**src/rtl/tcu_pkg.sv**
```systemverilog
package tcu_pkg;

  localparam int CW  = 16;
  localparam int NGR = 4;
  localparam int PSW = 3;

  typedef struct packed {
    logic       run;
    logic       sym;
    logic [2:0] clr;
    logic [2:0] psc;
  } ctrl_t;

  typedef enum logic [1:0] {
    SEL_CNT  = 2'd0,
    SEL_CTRL = 2'd1,
    SEL_STAT = 2'd2,
    SEL_LVL  = 2'd3
  } bsel_e;

endpackage

```
**src/rtl/tcu_prescaler.sv**
```systemverilog
module tcu_prescaler #(
  parameter int STAGES = 6
) (
  input  logic              clk,
  input  logic              rst_n,
  output logic [STAGES:0]   tick_o
);

  logic [STAGES-1:0] div_q;
  logic [STAGES-1:0] div_d;

  always_comb begin
    div_d = div_q + STAGES'(1);
  end

  always_ff @(posedge clk or negedge rst_n) begin
    if (!rst_n) div_q <= '0;
    else        div_q <= div_d;
  end

  assign tick_o[0] = 1'b1;

  for (genvar k = 1; k <= STAGES; k++) begin : g_tap
    assign tick_o[k] = &div_q[k-1:0];
  end


  div2_alt_chk: assert property (@(posedge clk) disable iff (!rst_n)
    tick_o[1] |=> !tick_o[1]);

endmodule

```
**src/rtl/tcu_flag.sv**
```systemverilog
module tcu_flag (
  input  logic clk,
  input  logic rst_n,
  input  logic set_i,
  input  logic rd_i,
  input  logic wr_i,
  input  logic wbit_i,
  output logic flag_o
);

  logic flag_q, flag_d;
  logic arm_q, arm_d;
  logic clr;

  always_comb begin
    arm_d = arm_q;
    if (wr_i)      arm_d = 1'b0;
    else if (rd_i) arm_d = flag_q;
    clr    = wr_i & arm_q & ~wbit_i;
    flag_d = set_i | (flag_q & ~clr);
  end

  always_ff @(posedge clk or negedge rst_n) begin
    if (!rst_n) begin
      flag_q <= 1'b0;
      arm_q  <= 1'b0;
    end else begin
      flag_q <= flag_d;
      arm_q  <= arm_d;
    end
  end

  assign flag_o = flag_q;


  flag_set_chk: assert property (@(posedge clk) disable iff (!rst_n)
    set_i |=> flag_o);


  flag_hold_chk: assert property (@(posedge clk) disable iff (!rst_n)
    (flag_o && !wr_i) |=> flag_o);


  flag_quiet_chk: assert property (@(posedge clk) disable iff (!rst_n)
    (!flag_o && !set_i) |=> !flag_o);

endmodule

```
**src/rtl/tcu_channel.sv**
```systemverilog
module tcu_channel
  import tcu_pkg::*;
#(
  parameter int CNT_W   = 16,
  parameter int NREG    = 4,
  parameter int NDIV    = 7,
  parameter int HAS_UDF = 0
) (
  input  logic              clk,
  input  logic              rst_n,
  input  logic [NDIV-1:0]   div_tick_i,
  input  logic              ext_tick_i,
  input  logic [NREG-1:0]   cmp_hit_i,
  input  logic [NREG-1:0]   cap_hit_i,
  input  logic              cnt_wr_i,
  input  logic              cnt_full_i,
  input  logic              ctrl_wr_i,
  input  logic              lvl_wr_i,
  input  logic              stat_rd_i,
  input  logic              stat_wr_i,
  input  logic [CNT_W-1:0]  wdata_i,
  output logic [CNT_W-1:0]  cnt_o,
  output logic [7:0]        ctrl_o,
  output logic [1:0]        stat_o,
  output logic [NREG-1:0]   lvl_o
);

  localparam logic [CNT_W-1:0] TOP    = {CNT_W{1'b1}};
  localparam logic             UDF_EN = (HAS_UDF != 0);

  ctrl_t             ctrl_q;
  logic [CNT_W-1:0]  cnt_q, cnt_d;
  logic              down_q, down_d;
  logic              cnt_en;
  logic [NREG-1:0]   lvl_q;
  logic [NDIV:0]     src;
  logic              tick, step, clr_hit, wr_acc;
  logic              ovf_set, udf_evt, udf_set;

  assign src  = {ext_tick_i, div_tick_i};
  assign tick = src[ctrl_q.psc];
  assign step = ctrl_q.run & tick;
  assign wr_acc = cnt_wr_i & cnt_full_i;

  always_comb begin
    clr_hit = 1'b0;
    for (int r = 0; r < NREG; r++) begin
      if (ctrl_q.clr == 3'(r + 1)) clr_hit = cmp_hit_i[r] | cap_hit_i[r];
    end
  end

  always_comb begin
    cnt_d   = cnt_q;
    down_d  = down_q;
    cnt_en  = 1'b0;
    ovf_set = 1'b0;
    udf_evt = 1'b0;
    if (clr_hit) begin
      cnt_d  = '0;
      down_d = 1'b0;
      cnt_en = 1'b1;
    end else if (wr_acc) begin
      cnt_d  = wdata_i;
      cnt_en = 1'b1;
    end else if (step) begin
      cnt_en = 1'b1;
      if (!ctrl_q.sym) begin
        cnt_d   = cnt_q + CNT_W'(1);
        down_d  = 1'b0;
        ovf_set = (cnt_q == TOP);
      end else if (!down_q) begin
        if (cnt_q == TOP) begin
          cnt_d   = TOP - CNT_W'(1);
          down_d  = 1'b1;
          ovf_set = 1'b1;
        end else begin
          cnt_d = cnt_q + CNT_W'(1);
        end
      end else begin
        if (cnt_q == '0) begin
          cnt_d   = CNT_W'(1);
          down_d  = 1'b0;
          udf_evt = 1'b1;
        end else begin
          cnt_d = cnt_q - CNT_W'(1);
        end
      end
    end
  end

  assign udf_set = udf_evt & UDF_EN;

  always_ff @(posedge clk or negedge rst_n) begin
    if (!rst_n) begin
      cnt_q  <= '0;
      down_q <= 1'b0;
    end else if (cnt_en) begin
      cnt_q  <= cnt_d;
      down_q <= down_d;
    end
  end

  always_ff @(posedge clk or negedge rst_n) begin
    if (!rst_n)         ctrl_q <= '0;
    else if (ctrl_wr_i) ctrl_q <= ctrl_t'(wdata_i[7:0]);
  end

  always_ff @(posedge clk or negedge rst_n) begin
    if (!rst_n)        lvl_q <= '0;
    else if (lvl_wr_i) lvl_q <= wdata_i[NREG-1:0];
  end

  tcu_flag u_ovf (
    .clk    (clk),
    .rst_n  (rst_n),
    .set_i  (ovf_set),
    .rd_i   (stat_rd_i),
    .wr_i   (stat_wr_i),
    .wbit_i (wdata_i[0]),
    .flag_o (stat_o[0])
  );

  tcu_flag u_udf (
    .clk    (clk),
    .rst_n  (rst_n),
    .set_i  (udf_set),
    .rd_i   (stat_rd_i),
    .wr_i   (stat_wr_i),
    .wbit_i (wdata_i[1]),
    .flag_o (stat_o[1])
  );

  assign cnt_o  = cnt_q;
  assign ctrl_o = ctrl_q;
  assign lvl_o  = lvl_q;


  clear_zero_chk: assert property (@(posedge clk) disable iff (!rst_n)
    clr_hit |=> (cnt_o == '0));


  clear_wins_chk: assert property (@(posedge clk) disable iff (!rst_n)
    (clr_hit && cnt_wr_i) |=> (cnt_o == '0));


  part_write_chk: assert property (@(posedge clk) disable iff (!rst_n)
    (cnt_wr_i && !cnt_full_i && !step && !clr_hit) |=> $stable(cnt_o));


  up_step_chk: assert property (@(posedge clk) disable iff (!rst_n)
    (step && !ctrl_o[6] && !clr_hit && !wr_acc) |=> (cnt_o == $past(cnt_o) + CNT_W'(1)));


  level_load_chk: assert property (@(posedge clk) disable iff (!rst_n)
    lvl_wr_i |=> (lvl_o == $past(wdata_i[NREG-1:0])));

endmodule

```
**src/rtl/tcu_dual_timer.sv**
```systemverilog
module tcu_dual_timer
  import tcu_pkg::*;
#(
  parameter int NCH    = 2,
  parameter int UDF_CH = 1,
  localparam int CHW   = (NCH > 1) ? $clog2(NCH) : 1,
  localparam int NDIV  = (1 << PSW) - 1
) (
  input  logic                 clk,
  input  logic                 rst_n,
  input  logic                 bus_we,
  input  logic                 bus_re,
  input  logic [CHW-1:0]       bus_ch,
  input  logic [1:0]           bus_sel,
  input  logic [1:0]           bus_be,
  input  logic [CW-1:0]        bus_wdata,
  output logic [CW-1:0]        bus_rdata,
  input  logic [NCH-1:0]       ext_tick,
  input  logic [NCH*NGR-1:0]   cmp_hit,
  input  logic [NCH*NGR-1:0]   cap_hit,
  output logic [NCH*CW-1:0]    cnt_o,
  output logic [NCH*NGR-1:0]   pin_o
);

  logic             rs_q1, rs_q2;
  logic [NDIV-1:0]  div_tick;
  logic             full_word;

  logic [CW-1:0]    cnt_a  [NCH];
  logic [7:0]       ctrl_a [NCH];
  logic [1:0]       stat_a [NCH];
  logic [NGR-1:0]   lvl_a  [NCH];

  always_ff @(posedge clk or negedge rst_n) begin
    if (!rst_n) begin
      rs_q1 <= 1'b0;
      rs_q2 <= 1'b0;
    end else begin
      rs_q1 <= 1'b1;
      rs_q2 <= rs_q1;
    end
  end

  tcu_prescaler #(.STAGES(NDIV - 1)) u_psc (
    .clk    (clk),
    .rst_n  (rs_q2),
    .tick_o (div_tick)
  );

  assign full_word = &bus_be;

  for (genvar g = 0; g < NCH; g++) begin : g_ch
    logic hit;
    assign hit = (bus_ch == CHW'(g));

    tcu_channel #(
      .CNT_W   (CW),
      .NREG    (NGR),
      .NDIV    (NDIV),
      .HAS_UDF ((g == UDF_CH) ? 1 : 0)
    ) u_chan (
      .clk        (clk),
      .rst_n      (rs_q2),
      .div_tick_i (div_tick),
      .ext_tick_i (ext_tick[g]),
      .cmp_hit_i  (cmp_hit[g*NGR +: NGR]),
      .cap_hit_i  (cap_hit[g*NGR +: NGR]),
      .cnt_wr_i   (bus_we & hit & (bus_sel == SEL_CNT)),
      .cnt_full_i (full_word),
      .ctrl_wr_i  (bus_we & hit & (bus_sel == SEL_CTRL)),
      .lvl_wr_i   (bus_we & hit & (bus_sel == SEL_LVL)),
      .stat_rd_i  (bus_re & hit & (bus_sel == SEL_STAT)),
      .stat_wr_i  (bus_we & hit & (bus_sel == SEL_STAT)),
      .wdata_i    (bus_wdata),
      .cnt_o      (cnt_a[g]),
      .ctrl_o     (ctrl_a[g]),
      .stat_o     (stat_a[g]),
      .lvl_o      (lvl_a[g])
    );

    assign cnt_o[g*CW +: CW]  = cnt_a[g];
    assign pin_o[g*NGR +: NGR] = lvl_a[g];
  end

  always_comb begin
    bus_rdata = '0;
    case (bsel_e'(bus_sel))
      SEL_CNT:  bus_rdata = cnt_a[bus_ch];
      SEL_CTRL: bus_rdata = CW'(ctrl_a[bus_ch]);
      SEL_STAT: bus_rdata = CW'(stat_a[bus_ch]);
      default:  bus_rdata = CW'(lvl_a[bus_ch]);
    endcase
  end


  reset_idle_chk: assert property (@(posedge clk) disable iff (!rst_n)
    !rs_q2 |=> (cnt_o == '0 && pin_o == '0));

endmodule

```
**config.mk**
```make
export PLATFORM = sky130hd
export DESIGN_NAME = tcu_dual_timer
export DESIGN_NICKNAME = d
export VERILOG_FILES = /design/src/rtl/tcu_pkg.sv /design/src/rtl/tcu_prescaler.sv /design/src/rtl/tcu_flag.sv /design/src/rtl/tcu_channel.sv /design/src/rtl/tcu_dual_timer.sv
export SDC_FILE = /design/constraint.sdc
export NUM_CORES = 1
export LEC_CHECK = 0
export BUFFER_PORTS_ARGS = -buffer_cell sky130_fd_sc_hd__buf_2
export CAP_MARGIN = 30
export CORE_MARGIN = 2
export CORE_UTILIZATION = 52
export DETAILED_ROUTE_END_ITERATION = 6
export PLACE_DENSITY = 0.78
export SLEW_MARGIN = 20
export SYNTH_ARGS = -nofsm -noshare
export SYNTH_HDL_FRONTEND = slang
export SYNTH_SLANG_ARGS = --single-unit
```
**constraint.sdc**
```tcl
create_clock -name clk -period 2.2 [get_ports clk]
set_clock_uncertainty 0.05 [all_clocks]
set_input_delay 0.11 -clock clk [delete_from_list [all_inputs] [get_ports clk]]
set_output_delay 0.11 -clock clk [all_outputs]
set_load 0.005 [all_outputs]
```
After elaboration in Yosys (flattened, before gate mapping)
Index checks and enable logic that the tools add are counted.
- latch bits: 0
- memories: 0
- memory bits (read-only): 0
- register bits: 74
- output and inout bits: 56
- logic and storage cells: 199
- input port bits: 43
- RAM bits: 0
- magnitude comparators: 3
- shifts and indexed selects: 0
- reduce and logical (&&, ||, !) cells: 19
- bitwise operators: 49
- $mul: 0
- muxes and demuxes: 83
- divide/modulo/power cells: 0
- equal/unequal tests: 15
- $add $sub $neg: 5
- operator list (kind ; count):
    16-bit two-way mux ; 17
    1-bit two-way mux ; 54
    16-bit one-hot mux with 3 select lines ; 1
    16-bit by 1-bit adder with 16-bit output, second input constant ; 2
    16-bit equality test, second input constant ; 2
    16-bit logical NOT ; 2
    16-bit by 1-bit subtractor with 16-bit output, second input constant ; 2
    1-bit bitwise AND ; 30
    8-bit two-way mux ; 3
    3-bit by 2-bit equality test with 1-bit output, second input constant ; 4
    4-bit two-way mux ; 3
    1-bit bitwise OR ; 11
    3-bit AND reduction ; 3
    3-bit by 4-bit less-than comparator with 1-bit output, second input constant ; 2
    2-bit AND reduction ; 4
    2-bit nonzero test ; 4
    1-bit NOT ; 7
    6-bit by 1-bit adder with 6-bit output, second input constant ; 1
    1-bit binary-select mux with 3-bit select ; 2
    3-bit by 1-bit equality test with 1-bit output, second input constant ; 2
    3-bit equality test, second input constant ; 2
    2-bit two-way mux ; 3
    6-bit AND reduction ; 1
    3-bit nonzero test ; 2
    other kinds (8) ; 10

Logic depth before layout (Yosys ltp)
Gate-level depths: netlist of run 1.
- word-level depth: 8
- mapped depth: 12

By module
From an unflattened synthesis of run 1, not the netlist that was laid out.
- cells, all modules: 662
- area, all modules: 5838.1 um^2
- by module, submodules not included (module ; area each (um^2) ; cells an instance ; sequential area each (um^2) ; times used):
    tcu_channel at g_ch[1].u_chan ; 2443.6 ; 279 ; 725.7 ; 1
    tcu_channel at g_ch[0].u_chan ; 2175.8 ; 262 ; 725.7 ; 1
    tcu_dual_timer ; 649.4 ; 73 ; 50.0 ; 1
    tcu_flag ; 77.6 ; 7 ; 50.0 ; 4
    tcu_prescaler ; 259.0 ; 20 ; 150.1 ; 1

Worst setup path before layout of run 1
Ideal clock, no wire load.
- path kind: reg2reg
- start: register u_psc.div_q[0]
- end: register g_ch[1].u_chan.cnt_q[13]
- data arrival time: 2.375 ns
- setup time: 0.087 ns
- buffers on the path: 1
- stages on the path, launching flop included: 12
- period minus slack after synthesis: 2.512 ns
- slack: -0.312 ns
- path through: dfrtp_1 -> ha_1 -> nand3_1 -> inv_1 -> ha_1 -> or3b_2 -> o2111a_1 -> a21oi_2 -> and2_1 -> buf_4 -> a21oi_1 -> a22oi_1
- cells in the longest elaborated chain, start to end: 8
- RTL lines (item ; RTL line ; RTL):
    from (decl) ; tcu_prescaler.sv:9 ; logic [STAGES-1:0] div_q;
    from (signal assigned) ; tcu_prescaler.sv:18 ; else div_q <= div_d;
    6-bit AND reduction, or another cell as far along ; tcu_prescaler.sv:24 ; assign tick_o[k] = &div_q[k-1:0];
    1-bit binary-select mux with 3-bit select * ; tcu_channel.sv:41 ; assign tick = src[ctrl_q.psc];
    1-bit two-way mux (not written as such) * ; tcu_channel.sv:41 ;
    1-bit bitwise AND * ; tcu_channel.sv:42 ; assign step = ctrl_q.run & tick;
    1-bit two-way mux ; tcu_channel.sv:65 ; end else if (step) begin
    1-bit two-way mux ; tcu_channel.sv:62 ; end else if (wr_acc) begin
    1-bit two-way mux ; tcu_channel.sv:58 ; if (clr_hit) begin
    2-bit AND reduction (no source line) * ; n/a ;
    to (signal assigned) ; tcu_channel.sv:98 ; cnt_q <= cnt_d;
    to (decl) ; tcu_channel.sv:32 ; logic [CNT_W-1:0] cnt_q, cnt_d;
Mark *: on every way between the ends. The rest lies on a longest branch, timed or not. The select of a mux whose other input is x is not followed.
A chain may end at the register's enable or synchronous reset.

Worst setup path in the final report of run 1
- start: register g_ch[1].u_chan.cnt_q[1]
- end: register g_ch[1].u_chan.cnt_q[15]
- cells in the longest elaborated chain, start to end: 7
- RTL lines (item ; RTL line ; RTL):
    16-bit by 1-bit adder with 16-bit output, or another cell as far along ; tcu_channel.sv:68, tcu_channel.sv:77 ;
    16-bit two-way mux, on equally long branches ; tcu_channel.sv:72, tcu_channel.sv:80 ;
    16-bit two-way mux ; tcu_channel.sv:71 ; end else if (!down_q) begin
    16-bit two-way mux * ; tcu_channel.sv:67 ; if (!ctrl_q.sym) begin
    16-bit two-way mux * ; tcu_channel.sv:65 ;
    16-bit two-way mux * ; tcu_channel.sv:62 ;
    16-bit two-way mux * ; tcu_channel.sv:58 ;
Marks and branches as above.

==> summary.md, run 1 <==
| Metric | Value |
|---|---|
| Worst hold-check path type | `in -> reg` |
| Per-cell routed wire length | `21.40 um` |
| Gr usage total | `0.3617` |
| Fraction of layout instances using a drive strength above 1 | `0.4519` |
| Met1 track utilization from global routing | `0.4747` |
| Site Rows | `38` |
| Clock tree from TritonCTS | `done` |
| Max-cap check violation count | `0` |
| Number of top-level pins | `99` |
| Pin count of the biggest net entering global routing | `73` |
| Leakage Power | `3.501 nW` |
| Post-synthesis net count | `700` |
| Met2 demand-to-capacity share in global routing | `0.5942` |
| Inserted Clock Buffers | `9` |
| Die height | `108.6 um` |
| Count of endpoints failing hold in the final timing report | `0` |
| Total congestion overflow | `0` |
| Worst path arrival time | `2.55 ns` |
| First-pass DRT Iterations | `5` |
| Starting Density | `0.5296` |
| Status | `complete, but fails checks` |
| Maximum achievable frequency | `425.8 MHz` |
| Post-synth EDFFs | `0` |
| Drt via density | `6.476` |
| Reg-to-reg setup timing slack | `-0.15 ns` |
| Fin cells | `992` |
| Standard cell with the maximum stage delay on the critical path | `or4b_4` |
| X dimension of the die | `108.6 um` |
| Sequential area share after synthesis | `0.3254` |
| Clock insertion delay at the later pin of the skew report | `0.37 ns` |
| Number of routed nets with antenna violations | `0` |
| Via count of the first global-routing pass | `6182` |
| Sequence of cells on the critical path | `inv_2 -> ha_4 -> or4b_4 -> nor4_4 -> nand2_2 -> and2_4 -> o211ai_1 -> a211oi_1` |
| Setup_tns | `-1.753 ns` |
| Number of antenna repair diodes | `0` |
| Met3 capacity usage during global routing | `0.06276` |
| Actual slew at the worst max-slew pin | `0.6189 ns` |
| Number of buffers on the longest clock path | `2` |
| Design Power | `6.958 mW` |
| Maximum single-stage delay on the critical path | `0.55 ns` |
| Final worst hold slack | `0.0005535 ns` |
| Dominant register cell in the synthesized netlist | `dfrtp_1` |
| Synthesized instance count | `650` |
| Core Area | `0.01075 mm^2` |
| Buffer type at the clock tree root | `clkbuf_8` |
| DRC Markers | `0` |
| Sinks on Clock Net | `74` |
| Fraction of registers with async set or reset after synthesis | `1.000` |
| GPL Wtd Cong | `0.9815` |
| P per Cell Area | `874.2 mW/mm^2` |
| Buffers and inverters on the worst path | `1` |
| Routed via count | `6424` |
| Worst Path Required | `2.40 ns` |
| Count of synthesis-stage warnings from yosys | `0` |
| Unrepaired setup endpoints after global routing | `yes` |
| Number of setup violations in the final report | `20` |
| Type of the worst setup path | `reg -> reg` |
| Post-Synthesis Cell Area | `0.005690 mm^2` |
| Failing checks | `setup timing` |
| Final slew viol count | `0` |
| Initial antenna violation count | `0` |
| Overall die area | `0.01180 mm^2` |
| Post-DP HPWL | `14.83 mm` |
| Area delta synth->final | `39.86%` |
| Mean instance size in the synthesized netlist | `8.755 um^2` |
| Final wirelength | `21.23 mm` |
| Unique cell type count in the Yosys netlist | `80` |
| Synthesized flop and latch total | `74` |
| Worst slew margin relative to its limit | `0.5839` |
| Detailed router's first-iteration violation count | `666` |
| Family with the most delay on the worst path | `simple AND/OR/NAND/NOR gates` |
| Max rail drop VDD | `0.5905 mV` |
| Period Utilization, post-route | `1.067` |
| Placed insts | `953` |
| Post-layout minimum cycle time | `2.348 ns` |
| Busiest layer in global routing | `met2` |
| Global-route wire length before repair | `32.64 mm` |
| H-tree levels | `3` |
| Type of destination of the critical path | `flop` |
| Number of buffer cells added on primary ports | `98` |
| Layout Nets | `898` |
| Clock-pin slew of the registers on the worst-case setup and hold paths | `0.09 ns` |
| Worst-path fanout max | `7` |
| Final worst setup slack | `-0.1484 ns` |
| Startpoint Class | `flop` |
## layer usage
layer  share of wire  wire (um)  vias up
met5               0          0        -
met4           0.050       1058        0
met3           0.094       1996       96
met2            0.48      10090      438
met1            0.38       8091     3078
li1                -          -     2812
## power breakdown
| group | switching, mW | total, mW | internal [mW] | leakage (nW) |
|---|---|---|---|---|
| logic | 2.02 | 3.88 | 1.86 | 2.46 |
| clock network | 0.576 | 1.16 | 0.581 | 0.101 |
| registers | 0.314 | 1.92 | 1.61 | 0.941 |
## registers in the layout, indices dropped and copies added, names as in the netlist
name	cells
g_ch.u_chan.cnt_o	32
g_ch.u_chan.u_udf.flag_o	2
rs_q1	1
g_ch.u_chan.lvl_o	8
g_ch.u_chan.u_ovf.flag_o	2
rs_q2	1
g_ch.u_chan.u_ovf.arm_q	2
u_psc.div_q	6
g_ch.u_chan.down_q	2
g_ch.u_chan.u_udf.arm_q	2
g_ch.u_chan.ctrl_o	16
## final timing paths
path                                                      from                                   end  depth (start not counted)
setup / recovery           g_ch[1].u_chan.cnt_o[1]$_DFFE_PN0P_  g_ch[1].u_chan.cnt_o[15]$_DFFE_PN0P_                          8
max in group asynchronous                                rst_n                       rs_q2$_DFF_PN0_                          3
hold reg to reg                                rs_q2$_DFF_PN0_   g_ch[1].u_chan.cnt_o[7]$_DFFE_PN0P_                          1
setup reg to reg           g_ch[1].u_chan.cnt_o[1]$_DFFE_PN0P_  g_ch[1].u_chan.cnt_o[15]$_DFFE_PN0P_                          8
min in group asynchronous                      rs_q2$_DFF_PN0_   g_ch[1].u_chan.cnt_o[7]$_DFFE_PN0P_                          1
hold / removal                                   bus_wdata[10]  g_ch[1].u_chan.cnt_o[10]$_DFFE_PN0P_                          3
## layout make-up
| class | instances | area, um^2 |
|---|---|---|
| multi-input cells | 505 | 4004 |
| fillers | 770 | 2786 |
| flip-flops and latches | 74 | 1857 |
| repair buffers | 240 | 1650 |
| well taps | 140 | 175.2 |
| clock buffers | 11 | 151.4 |
| inverters | 18 | 70.07 |
| clock inverters | 4 | 51.30 |
## synth_stat cells (all sizes together), types with 3 or more instances
cell type	n	area share
inv	18	0.012
clkbuf	36	0.024
and3	5	0.0055
nand2	55	0.037
o211ai	10	0.015
nor4	13	0.027
nor3	16	0.016
xnor2	18	0.028
a32oi	5	0.0077
o31ai	6	0.0079
nand2b	8	0.0088
nand3	33	0.029
a21oi	48	0.044
nor2	47	0.031
o22a	3	0.0046
o21ai	36	0.032
o221ai	3	0.0046
mux2i	16	0.028
or3	7	0.0077
mux2	25	0.049
mux4	10	0.040
nor3b	6	0.0079
and4	5	0.0077
nand4	13	0.014
buf	20	0.023
a211oi	8	0.011
and2	9	0.010
or2	5	0.0055
dfrtp	74	0.33
a31oi	14	0.015
ha	7	0.015
or4	6	0.0086
a21boi	3	0.0040
nor2b	13	0.014
xor2	7	0.011
## kinds of logic (layout without fill, tap and decap cells)
family	count (synthesis)	in the layout	synth area share
other	1	1	0.0006590
AND/OR/NAND/NOR	249	252	0.2443
AO/OA/AOI/OAI	169	169	0.1990
adder cells (fa/ha/maj)	7	7	0.01539
multiplexers	51	51	0.1172
flip-flops	74	74	0.3254
buffers and inverters	74	273	0.05958
XOR/XNOR	25	25	0.03848
## placed cells by master, fill, tap and decap left out, types with 5 or more instances in the layout
| cell | netlist | routed |
|---|---|---|
| nor4_2 | 2 | 5 |
| nor2_1 | 47 | 42 |
| inv_1 | 18 | 15 |
| nand3_1 | 33 | 29 |
| a21oi_1 | 45 | 33 |
| nor3b_1 | 6 | 5 |
| clkbuf_8 | 0 | 11 |
| xor2_1 | 7 | 7 |
| nand4_1 | 13 | 13 |
| mux2_2 | 25 | 25 |
| o31ai_1 | 6 | 6 |
| nor4_4 | 4 | 5 |
| xnor2_1 | 18 | 18 |
| a211oi_1 | 7 | 6 |
| buf_4 | 2 | 120 |
| o21ai_0 | 35 | 28 |
| a31oi_1 | 14 | 12 |
| and3_1 | 5 | 5 |
| nor2b_1 | 13 | 12 |
| o21ai_1 | 0 | 5 |
| and4_1 | 5 | 5 |
| mux2i_1 | 16 | 15 |
| buf_2 | 10 | 98 |
| mux4_2 | 10 | 10 |
| nand2b_1 | 8 | 6 |
| a21oi_2 | 3 | 11 |
| o211ai_1 | 8 | 8 |
| dfrtp_1 | 74 | 70 |
| or3_1 | 7 | 6 |
| and2_1 | 8 | 7 |
| nand2_1 | 54 | 50 |
| dlygate4sd3_1 | 0 | 8 |
| buf_6 | 5 | 11 |
| nor3_1 | 14 | 12 |
## worst min-delay path, cell delays in order
cell     delay, ns
buf_2         0.11
a21oi_2       0.05
a21oi_1       0.11
## through the flow
step	worst slack, ns	util	area [um^2]
global placement	-0.02942	0.6596	7088
detailed placement	-0.1239	0.6596	7088
global route	-0.1692	0.7407	7959
floorplan	-0.03366	-	5763
CTS	-0.08752	0.7000	7522
finish	-0.1484	0.7407	7959
## what timing repair did
item | in CTS | in global routing
hold buffers | 8 | 0
cloned | 1 | 2
pin swaps | 7 | 20
resized for setup | 26 | 80
setup endpoints to repair | 31 | 35
endpoints found under the hold margin | 11 | 0
buffers inserted | 6 | 9
(Power assumes the default switching activity.)
==> run 2: changes to the inputs <==
- SYNTH_HIERARCHICAL: unset -> 1
==> summary.md, run 2 <==
| Metric | Value |
|---|---|
| Status | `complete, but fails checks (unchanged)` |
| Failing checks | `setup timing (unchanged)` |
| Worst hold-check path type | `in -> reg (unchanged)` |
| Adder and majority cell fraction of the synthesized area | `0.01500 (was 0.01539)` |
| Inserted Clock Buffers | `9 (unchanged)` |
| Buffer type at the clock tree root | `clkbuf_8 (unchanged)` |
| Per-cell routed wire length | `21.92 um (was 21.40 um)` |
| Pin count of the biggest net entering global routing | `73 (unchanged)` |
| Number of routed nets with antenna violations | `0 (unchanged)` |
| Placed insts | `951 (was 953)` |
| Number of antenna repair diodes | `0 (unchanged)` |
| Filler cells | `803 (was 770)` |
| Routed via count | `6603 (was 6424)` |
| Combinational family with the most area after synthesis | `simple AND/OR/NAND/NOR gates (unchanged)` |
| X dimension of the die | `110.0 um (was 108.6 um)` |
| Cell types occupying the most area after synthesis | `dfrtp_1 32%, mux2_2 6.0%, nor2_1 4.5%, mux2i_1 3.4%, nand2_1 3.1% (was dfrtp_1 33%, mux2_2 4.9%, a21oi_1 4.0%, mux4_2 4.0%, nand2_1 3.6%)` |
| Crit path capture | `g_ch[1].u_chan/cnt_o[6]$_DFFE_PN0P_ (was g_ch[1].u_chan.cnt_o[15]$_DFFE_PN0P_)` |
| Post-Synthesis Cell Area | `0.005838 mm^2 (was 0.005690 mm^2)` |
| Global-route wire length before repair | `32.11 mm (was 32.64 mm)` |
| Fin cells | `987 (was 992)` |
| Area of all placed cells without fillers | `0.007950 mm^2 (was 0.007959 mm^2)` |
| Core Area | `0.01089 mm^2 (was 0.01075 mm^2)` |
| Cell with the most instances after synthesis | `dfrtp_1 (unchanged)` |
| Clock-pin slew of the registers on the worst-case setup and hold paths | `0.08 ns (was 0.09 ns)` |
| Share of the synthesized netlist area taken by xor and xnor gates | `0.01500 (was 0.03848)` |
| Most frequent cells in the layout | `98 x buf_4, 98 x buf_2, 70 x dfrtp_1 (was 120 x buf_4, 98 x buf_2, 70 x dfrtp_1)` |
| Synthesized instance count | `662 (was 650)` |
| Post-synth EDFFs | `0 (unchanged)` |
| Startpoint Class | `flop (unchanged)` |
| Multi-input combinational cell area | `0.004123 mm^2 (was 0.004004 mm^2)` |
| Fraction of layout instances using a drive strength above 1 | `0.4120 (was 0.4519)` |
| Hold path startpoint | `bus_wdata[6] (was bus_wdata[10])` |
| P per Cell Area | `652.5 mW/mm^2 (was 874.2 mW/mm^2)` |
| Launch point of the critical path | `u_psc/div_q[0]$_DFF_PN0_ (was g_ch[1].u_chan.cnt_o[1]$_DFFE_PN0P_)` |
| Gr usage total | `0.3484 (was 0.3617)` |
| Final worst hold slack | `0.03053 ns (was 0.0005535 ns)` |
| Mean instance size in the synthesized netlist | `8.819 um^2 (was 8.755 um^2)` |
| Type of the worst setup path | `reg -> reg (unchanged)` |
| Drt via density | `6.690 (was 6.476)` |
| Actual slew at the worst max-slew pin | `0.5345 ns (was 0.6189 ns)` |
| Unique cell type count in the Yosys netlist | `84 (was 80)` |
| Total congestion overflow | `0 (unchanged)` |
| Number of buffer cells added on primary ports | `98 (unchanged)` |
| Sequential cell area | `0.001857 mm^2 (unchanged)` |
| Fraction of synthesized area in multiplexers | `0.1269 (was 0.1172)` |
| Sequential area share after synthesis | `0.3172 (was 0.3254)` |
| Clock tree from TritonCTS | `done (unchanged)` |
| Count of synthesis-stage warnings from yosys | `6 (was 0)` |
| Synthesized flop and latch total | `74 (unchanged)` |
| Sinks on Clock Net | `74 (unchanged)` |
| Die height | `110.0 um (was 108.6 um)` |
| Worst Path Required | `2.41 ns (was 2.40 ns)` |
| Worst slack, placed | `-0.1754 ns (was -0.1239 ns)` |
| Flip-flop count of the largest register after layout | `32 (unchanged)` |
| Number of buffers on the longest clock path | `2 (unchanged)` |
| Final slew viol count | `0 (unchanged)` |
| Maximum achievable frequency | `426.3 MHz (was 425.8 MHz)` |
| Area fraction in compound gates after synthesis | `0.2197 (was 0.1990)` |
| Max rail drop VDD | `0.4766 mV (was 0.5905 mV)` |
| Overall die area | `0.01209 mm^2 (was 0.01180 mm^2)` |
| Count of endpoints failing hold in the final timing report | `0 (unchanged)` |
| First-pass DRT Iterations | `7 (was 5)` |
| Number of setup violations in the final report | `23 (was 20)` |
| GPL Wtd Cong | `0.9519 (was 0.9815)` |
| Max-cap check violation count | `0 (unchanged)` |
| Dominant register cell in the synthesized netlist | `dfrtp_1 (unchanged)` |
| Setup_tns | `-1.374 ns (was -1.753 ns)` |
| Top cell types by occurrence after synthesis | `74 x dfrtp_1, 70 x nor2_1, 48 x nand2_1 (was 74 x dfrtp_1, 54 x nand2_1, 47 x nor2_1)` |
| Type of destination of the critical path | `flop (unchanged)` |
| Post-Synth Simple-Gate Area | `0.2499 (was 0.2443)` |
| Design Power | `5.188 mW (was 6.958 mW)` |
| Area delta synth->final | `36.18% (was 39.86%)` |
| Site Rows | `38 (unchanged)` |
| DRC Markers | `0 (unchanged)` |
| Unrepaired setup endpoints after global routing | `yes (unchanged)` |
| Via count of the first global-routing pass | `6090 (was 6182)` |
| Worst slew margin relative to its limit | `0.6366 (was 0.5839)` |
| Layout Nets | `892 (was 898)` |
| Fraction of registers with async set or reset after synthesis | `1.000 (unchanged)` |
| Worst-path fanout max | `6 (was 7)` |
| Initial antenna violation count | `0 (unchanged)` |
| Number of cell instances on the worst register-to-register path | `10 (was 8)` |
| Leakage Power | `3.538 nW (was 3.501 nW)` |
| Post-layout minimum cycle time | `2.346 ns (was 2.348 ns)` |
| Worst reg2reg startpoint | `u_psc/div_q[0]$_DFF_PN0_ (was g_ch[1].u_chan.cnt_o[1]$_DFFE_PN0P_)` |
| Clock insertion delay at the later pin of the skew report | `0.35 ns (was 0.37 ns)` |
| Final worst setup slack | `-0.1460 ns (was -0.1484 ns)` |
| Endpoint of the most critical register-to-register path | `g_ch[1].u_chan/cnt_o[6]$_DFFE_PN0P_ (was g_ch[1].u_chan.cnt_o[15]$_DFFE_PN0P_)` |
| Starting Density | `0.5362 (was 0.5296)` |
| Number of top-level pins | `99 (unchanged)` |
| Worst path arrival time | `2.56 ns (was 2.55 ns)` |
| Post-DP HPWL | `15.07 mm (was 14.83 mm)` |
| DP Area | `0.007083 mm^2 (was 0.007088 mm^2)` |
| Post-Route Utilization | `0.7302 (was 0.7407)` |
| Detailed router's first-iteration violation count | `854 (was 666)` |
| Library cell with the largest summed area after synthesis | `dfrtp_1 (unchanged)` |
| H-tree levels | `3 (unchanged)` |
| Share of the synthesized area in the top cell type | `0.3172 (was 0.3254)` |
| Final wirelength | `21.63 mm (was 21.23 mm)` |
| Reg-to-reg setup timing slack | `-0.15 ns (about the same)` |
| Period Utilization, post-route | `1.066 (was 1.067)` |
## run 2: layout make-up
type	count	area share
clock buffers	11	0.01653
well taps	140	0.02203
flip-flops and latches	74	0.2336
multi-input cells	524	0.5186
clock inverters	5	0.01007
inverters	12	0.005666
repair buffers	221	0.1936
## run 2: where the power goes
part	internal (mW)	total [mW]	leakage, nW	switching, mW
combinational	1.07	2.30	2.48	1.23
clock	0.638	1.16	0.0995	0.526
sequential	1.51	1.72	0.956	0.213
## run 2: worst min path at each step
stage	to	slack [ns]	depth (start not counted)
after floorplan	rs_q1$_DFF_PN0_	-0.24	0
after global placement	rs_q1$_DFF_PN0_	-0.15	1
after detailed placement	rs_q1$_DFF_PN0_	-0.15	1
after CTS	g_ch[0].u_chan/cnt_o[6]$_DFFE_PN0P_	0.02	2
after global routing	g_ch[0].u_chan/cnt_o[6]$_DFFE_PN0P_	0.04	2
final	g_ch[0].u_chan/cnt_o[6]$_DFFE_PN0P_	0.03	2
## run 2: cells by family (layout without fill, tap and decap cells)
logic type	Yosys count	in the layout
AO/OA/AOI/OAI	171	171
XOR/XNOR	10	10
adder cells (fa/ha/maj)	7	7
buffers and inverters	67	249
flip-flops	74	74
multiplexers	59	59
other	3	4
AND/OR/NAND/NOR	271	273
## run 2: repair_timing
action                                 4_1_cts  5_1_grt
hold buffers                                10        0
cloned                                       1        2
resized for setup                           23       70
buffers inserted                             4        3
setup endpoints to repair                   31       35
pin swaps                                    5       21
endpoints found under the hold margin       10        0
## run 2: metal layers
metal / track usage / routed length (um) / part of all wire / up-vias
met3: 0.04861 / 2186 / 0.10 / 91
met4: 0.1230 / 816 / 0.038 / 0
li1: - / - / - / 2886
met5: 0 / 0 / 0 / -
met1: 0.4796 / 8407 / 0.39 / 3166
met2: 0.5609 / 10220 / 0.47 / 460
## run 2: critical path, cell delays in order (launching register included)
cell and delay (ns):
dfrtp_1 0.39, ha_4 0.17, and3_4 0.19, ha_4 0.13, buf_6 0.09, mux2_4 0.16, a2bb2oi_4 0.17, nand2_2 0.11
buf_6 0.16, or3_4 0.44, o31ai_2 0.21
==> run 3: changes to the inputs <==
- CORE_ASPECT_RATIO: unset -> 1.25
- CORE_UTILIZATION: 52 -> 53
- CTS_BUF_LIST: unset -> sky130_fd_sc_hd__clkbuf_4
- MAX_ROUTING_LAYER: unset -> met4
- PLACE_DENSITY: 0.78 -> 0.79
==> summary.md, run 3 (synthesized netlist as in run 2, its figures left out) <==
| Metric | Value |
|---|---|
| Leakage Power | `3.509 nW (was 3.538 nW)` |
| Buffers and inverters on the worst path | `1 (was 2)` |
| Switching share of power | `0.4020 (was 0.3790)` |
| Share of power burned in combinational logic | `0.457 (was 0.444)` |
| Worst Hold Endpoint | `g_ch[0].u_chan/u_udf/arm_q$_DFFE_PN0P_ (was g_ch[0].u_chan/cnt_o[6]$_DFFE_PN0P_)` |
| DRC Markers | `2 (was 0)` |
| Reg-to-reg setup timing slack | `-0.18 ns (was -0.15 ns)` |
| Worst Path Required | `2.51 ns (was 2.41 ns)` |
| Failing checks | `DRC, setup timing (was setup timing)` |
| Number of top-level pins | `99 (unchanged)` |
| Final worst hold slack | `0.1321 ns (was 0.03053 ns)` |
| Clock insertion delay at the later pin of the skew report | `0.46 ns (was 0.35 ns)` |
| Fin cells | `988 (was 987)` |
| Design Power | `4.869 mW (was 5.188 mW)` |
| Worst path arrival time | `2.68 ns (was 2.56 ns)` |
| GPL Wtd Cong | `0.9896 (was 0.9519)` |
| Number of routed nets with antenna violations | `0 (unchanged)` |
| Standard cell with the maximum stage delay on the critical path | `dfrtp_1 (was or3_4)` |
| Clock tree from TritonCTS | `done (unchanged)` |
| DP Area | `0.007053 mm^2 (was 0.007083 mm^2)` |
| H-tree levels | `3 (unchanged)` |
| Setup_tns | `-2.147 ns (was -1.374 ns)` |
| Maximum achievable frequency | `420.7 MHz (was 426.3 MHz)` |
| Area of all placed cells without fillers | `0.007801 mm^2 (was 0.007950 mm^2)` |
| Post-DP HPWL | `15.28 mm (was 15.07 mm)` |
| Final slew viol count | `0 (unchanged)` |
| Gr usage total | `0.3542 (was 0.3484)` |
| Number of buffer cells added on primary ports | `98 (unchanged)` |
| Final wirelength | `21.33 mm (was 21.63 mm)` |
| Hold path startpoint | `bus_re (was bus_wdata[6])` |
| P_int | `2.912 mW (was 3.221 mW)` |
| Power spent charging and discharging nets | `1.957 mW (was 1.966 mW)` |
| Unrepaired setup endpoints after global routing | `yes (unchanged)` |
| Clock-pin slew of the registers on the worst-case setup and hold paths | `0.14 ns (was 0.08 ns)` |
| Type of destination of the critical path | `flop (unchanged)` |
| Max rail drop VDD | `0.5939 mV (was 0.4766 mV)` |
| Most frequent cells in the layout | `108 x buf_4, 98 x buf_2, 69 x dfrtp_1 (was 98 x buf_4, 98 x buf_2, 70 x dfrtp_1)` |
| Worst hold-check path type | `in -> reg (unchanged)` |
| Sequence of cells on the critical path | `ha_4 -> ha_2 -> mux2i_1 -> a221oi_2 -> nand2_2 -> buf_4 -> or3_4 -> o31ai_4 (was ha_4 -> and3_4 -> ha_4 -> buf_6 -> mux2_4 -> a2bb2oi_4 -> nand2_2 -> buf_6 -> or3_4 -> o31ai_2)` |
| Number of antenna repair diodes | `0 (unchanged)` |
| Drt via density | `6.769 (was 6.690)` |
| Area delta synth->final | `33.63% (was 36.18%)` |
| Period Utilization, post-route | `1.080 (was 1.066)` |
| Placed insts | `942 (was 951)` |
| Type of the worst setup path | `reg -> reg (unchanged)` |
| Post-layout minimum cycle time | `2.377 ns (was 2.346 ns)` |
| Routed via count | `6688 (was 6603)` |
| Core Area | `0.01067 mm^2 (was 0.01089 mm^2)` |
| Detailed router's first-iteration violation count | `672 (was 854)` |
| Pin count of the biggest net entering global routing | `73 (unchanged)` |
| Status | `complete, but fails checks (unchanged)` |
| Starting Density | `0.5473 (was 0.5362)` |
| Filler cells | `804 (was 803)` |
| Buffer type at the clock tree root | `clkbuf_4 (was clkbuf_8)` |
| Layout Nets | `901 (was 892)` |
| Logic depth of the worst path, buffers included | `8 (was 10)` |
| Relative contribution of the clock network to total power | `0.188 (was 0.224)` |
| Die height | `121.3 um (was 110.0 um)` |
| P per Cell Area | `624.2 mW/mm^2 (was 652.5 mW/mm^2)` |
| Number of setup violations in the final report | `32 (was 23)` |
| Via count of the first global-routing pass | `6421 (was 6090)` |
| Share of power burned in registers | `0.356 (was 0.332)` |
| Most frequent standard cell in the layout excluding fill and tap cells | `buf_4` |
| Startpoint Class | `flop (unchanged)` |
| Max-cap check violation count | `0 (unchanged)` |
| Site Rows | `42 (was 38)` |
| Endpoint of the most critical register-to-register path | `g_ch[1].u_chan/cnt_o[6]$_DFFE_PN0P_ (unchanged)` |
| First-pass DRT Iterations | `7 (unchanged)` |
| Number of cell instances on the worst register-to-register path | `8 (was 10)` |
| Worst reg2reg startpoint | `u_psc/div_q[0]$_DFF_PN0_ (unchanged)` |
| Worst slew margin relative to its limit | `0.5495 (was 0.6366)` |
| Per-cell routed wire length | `21.59 um (was 21.92 um)` |
| Number of buffers on the longest clock path | `2 (unchanged)` |
| Global-route wire length before repair | `32.64 mm (was 32.11 mm)` |
| Fraction of layout instances using a drive strength above 1 | `0.4007 (was 0.4120)` |
| Family with the most delay on the worst path | `simple AND/OR/NAND/NOR gates (unchanged)` |
| Final worst setup slack | `-0.1768 ns (was -0.1460 ns)` |
| Overall die area | `0.01188 mm^2 (was 0.01209 mm^2)` |
| Total congestion overflow | `0 (unchanged)` |
| Actual slew at the worst max-slew pin | `0.6750 ns (was 0.5345 ns)` |
| Initial antenna violation count | `0 (unchanged)` |
| Number of instances on the worst hold path | `4 (was 2)` |
| Inserted Clock Buffers | `9 (unchanged)` |
| Count of endpoints failing hold in the final timing report | `0 (unchanged)` |
| Maximum single-stage delay on the critical path | `0.44 ns (about the same)` |
| Sinks on Clock Net | `74 (unchanged)` |
| X dimension of the die | `97.88 um (was 110.0 um)` |
| Flip-flop count of the largest register after layout | `32 (unchanged)` |
| Worst-path fanout max | `6 (unchanged)` |
-- run 3: power by group through the flow --
stage | Sequential, mW | Clock (mW) | Combinational, mW
after global routing | 1.75 | 0.961 | 2.36
after floorplan | 1.68 | 0 | 1.18
final | 1.73 | 0.913 | 2.22
after detailed placement | 1.74 | 0 | 1.88
after global placement | 1.72 | 0 | 1.84
after CTS | 1.71 | 0.911 | 2.01
-- run 3: tightest hold or removal path, cell delays in order --
cell and delay (ns):
buf_2 0.12, nor3b_1 0.17, mux2i_1 0.13, nor2_1 0.09
-- run 3: how the worst max path moves through the flow --
stage | from | endpoint | slack [ns]
2_1_floorplan | u_psc/div_q[0]$_DFF_PN0_ | g_ch[1].u_chan/cnt_o[7]$_DFFE_PN0P_ | -0.05
3_5_place_dp | u_psc/div_q[0]$_DFF_PN0_ | g_ch[0].u_chan/u_ovf/flag_o$_DFF_PN0_ | -0.11
6_report | u_psc/div_q[0]$_DFF_PN0_ | g_ch[1].u_chan/cnt_o[6]$_DFFE_PN0P_ | -0.18
4_1_cts | u_psc/div_q[0]$_DFF_PN0_ | g_ch[1].u_chan/cnt_o[10]$_DFFE_PN0P_ | -0.04
5_1_grt | u_psc/div_q[0]$_DFF_PN0_ | g_ch[1].u_chan/cnt_o[10]$_DFFE_PN0P_ | -0.23
3_3_place_gp | u_psc/div_q[1]$_DFF_PN0_ | g_ch[0].u_chan/u_ovf/flag_o$_DFF_PN0_ | -0.07
-- run 3: metal layers --
| layer | vias up | GRT usage | wire length [um] |
|---|---|---|---|
| li1 | 2913 | - | - |
| met1 | 3221 | 0.4238 | 7653 |
| met3 | 90 | 0.04378 | 1826 |
| met4 | 0 | 0.1589 | 977 |
| met2 | 464 | 0.6010 | 10870 |
| met5 | - | - | 0 |
-- run 3: final cells by class --
class	count	area, um^2	area share
clock buffers	9	67.56	0.008661
clock inverters	7	76.32	0.009783
inverters	12	45.04	0.005774
multi-input cells	524	4031	0.5168
flip-flops and latches	74	1858	0.2382
well taps	132	165.2	0.02117
repair buffers	230	1558	0.1997
-- run 3: timing repair --
item / CTS / global route
endpoints found under the setup margin: 25 / 36
setup buffers: 7 / 4
pin swaps: 7 / 21
hold buffers: 18 / 0
gates resized for setup: 29 / 44
hold endpoints to repair: 41 / 0
gates cloned: 1 / 1
-- run 3: stage by stage --
stage,util,worst slack (ns)
3_5_place_dp,0.6612,-0.1104
3_3_place_gp,0.6612,-0.07128
5_1_grt,0.7313,-0.2311
4_1_cts,0.7095,-0.04413
6_report,0.7313,-0.1768
2_1_floorplan,-,-0.05120
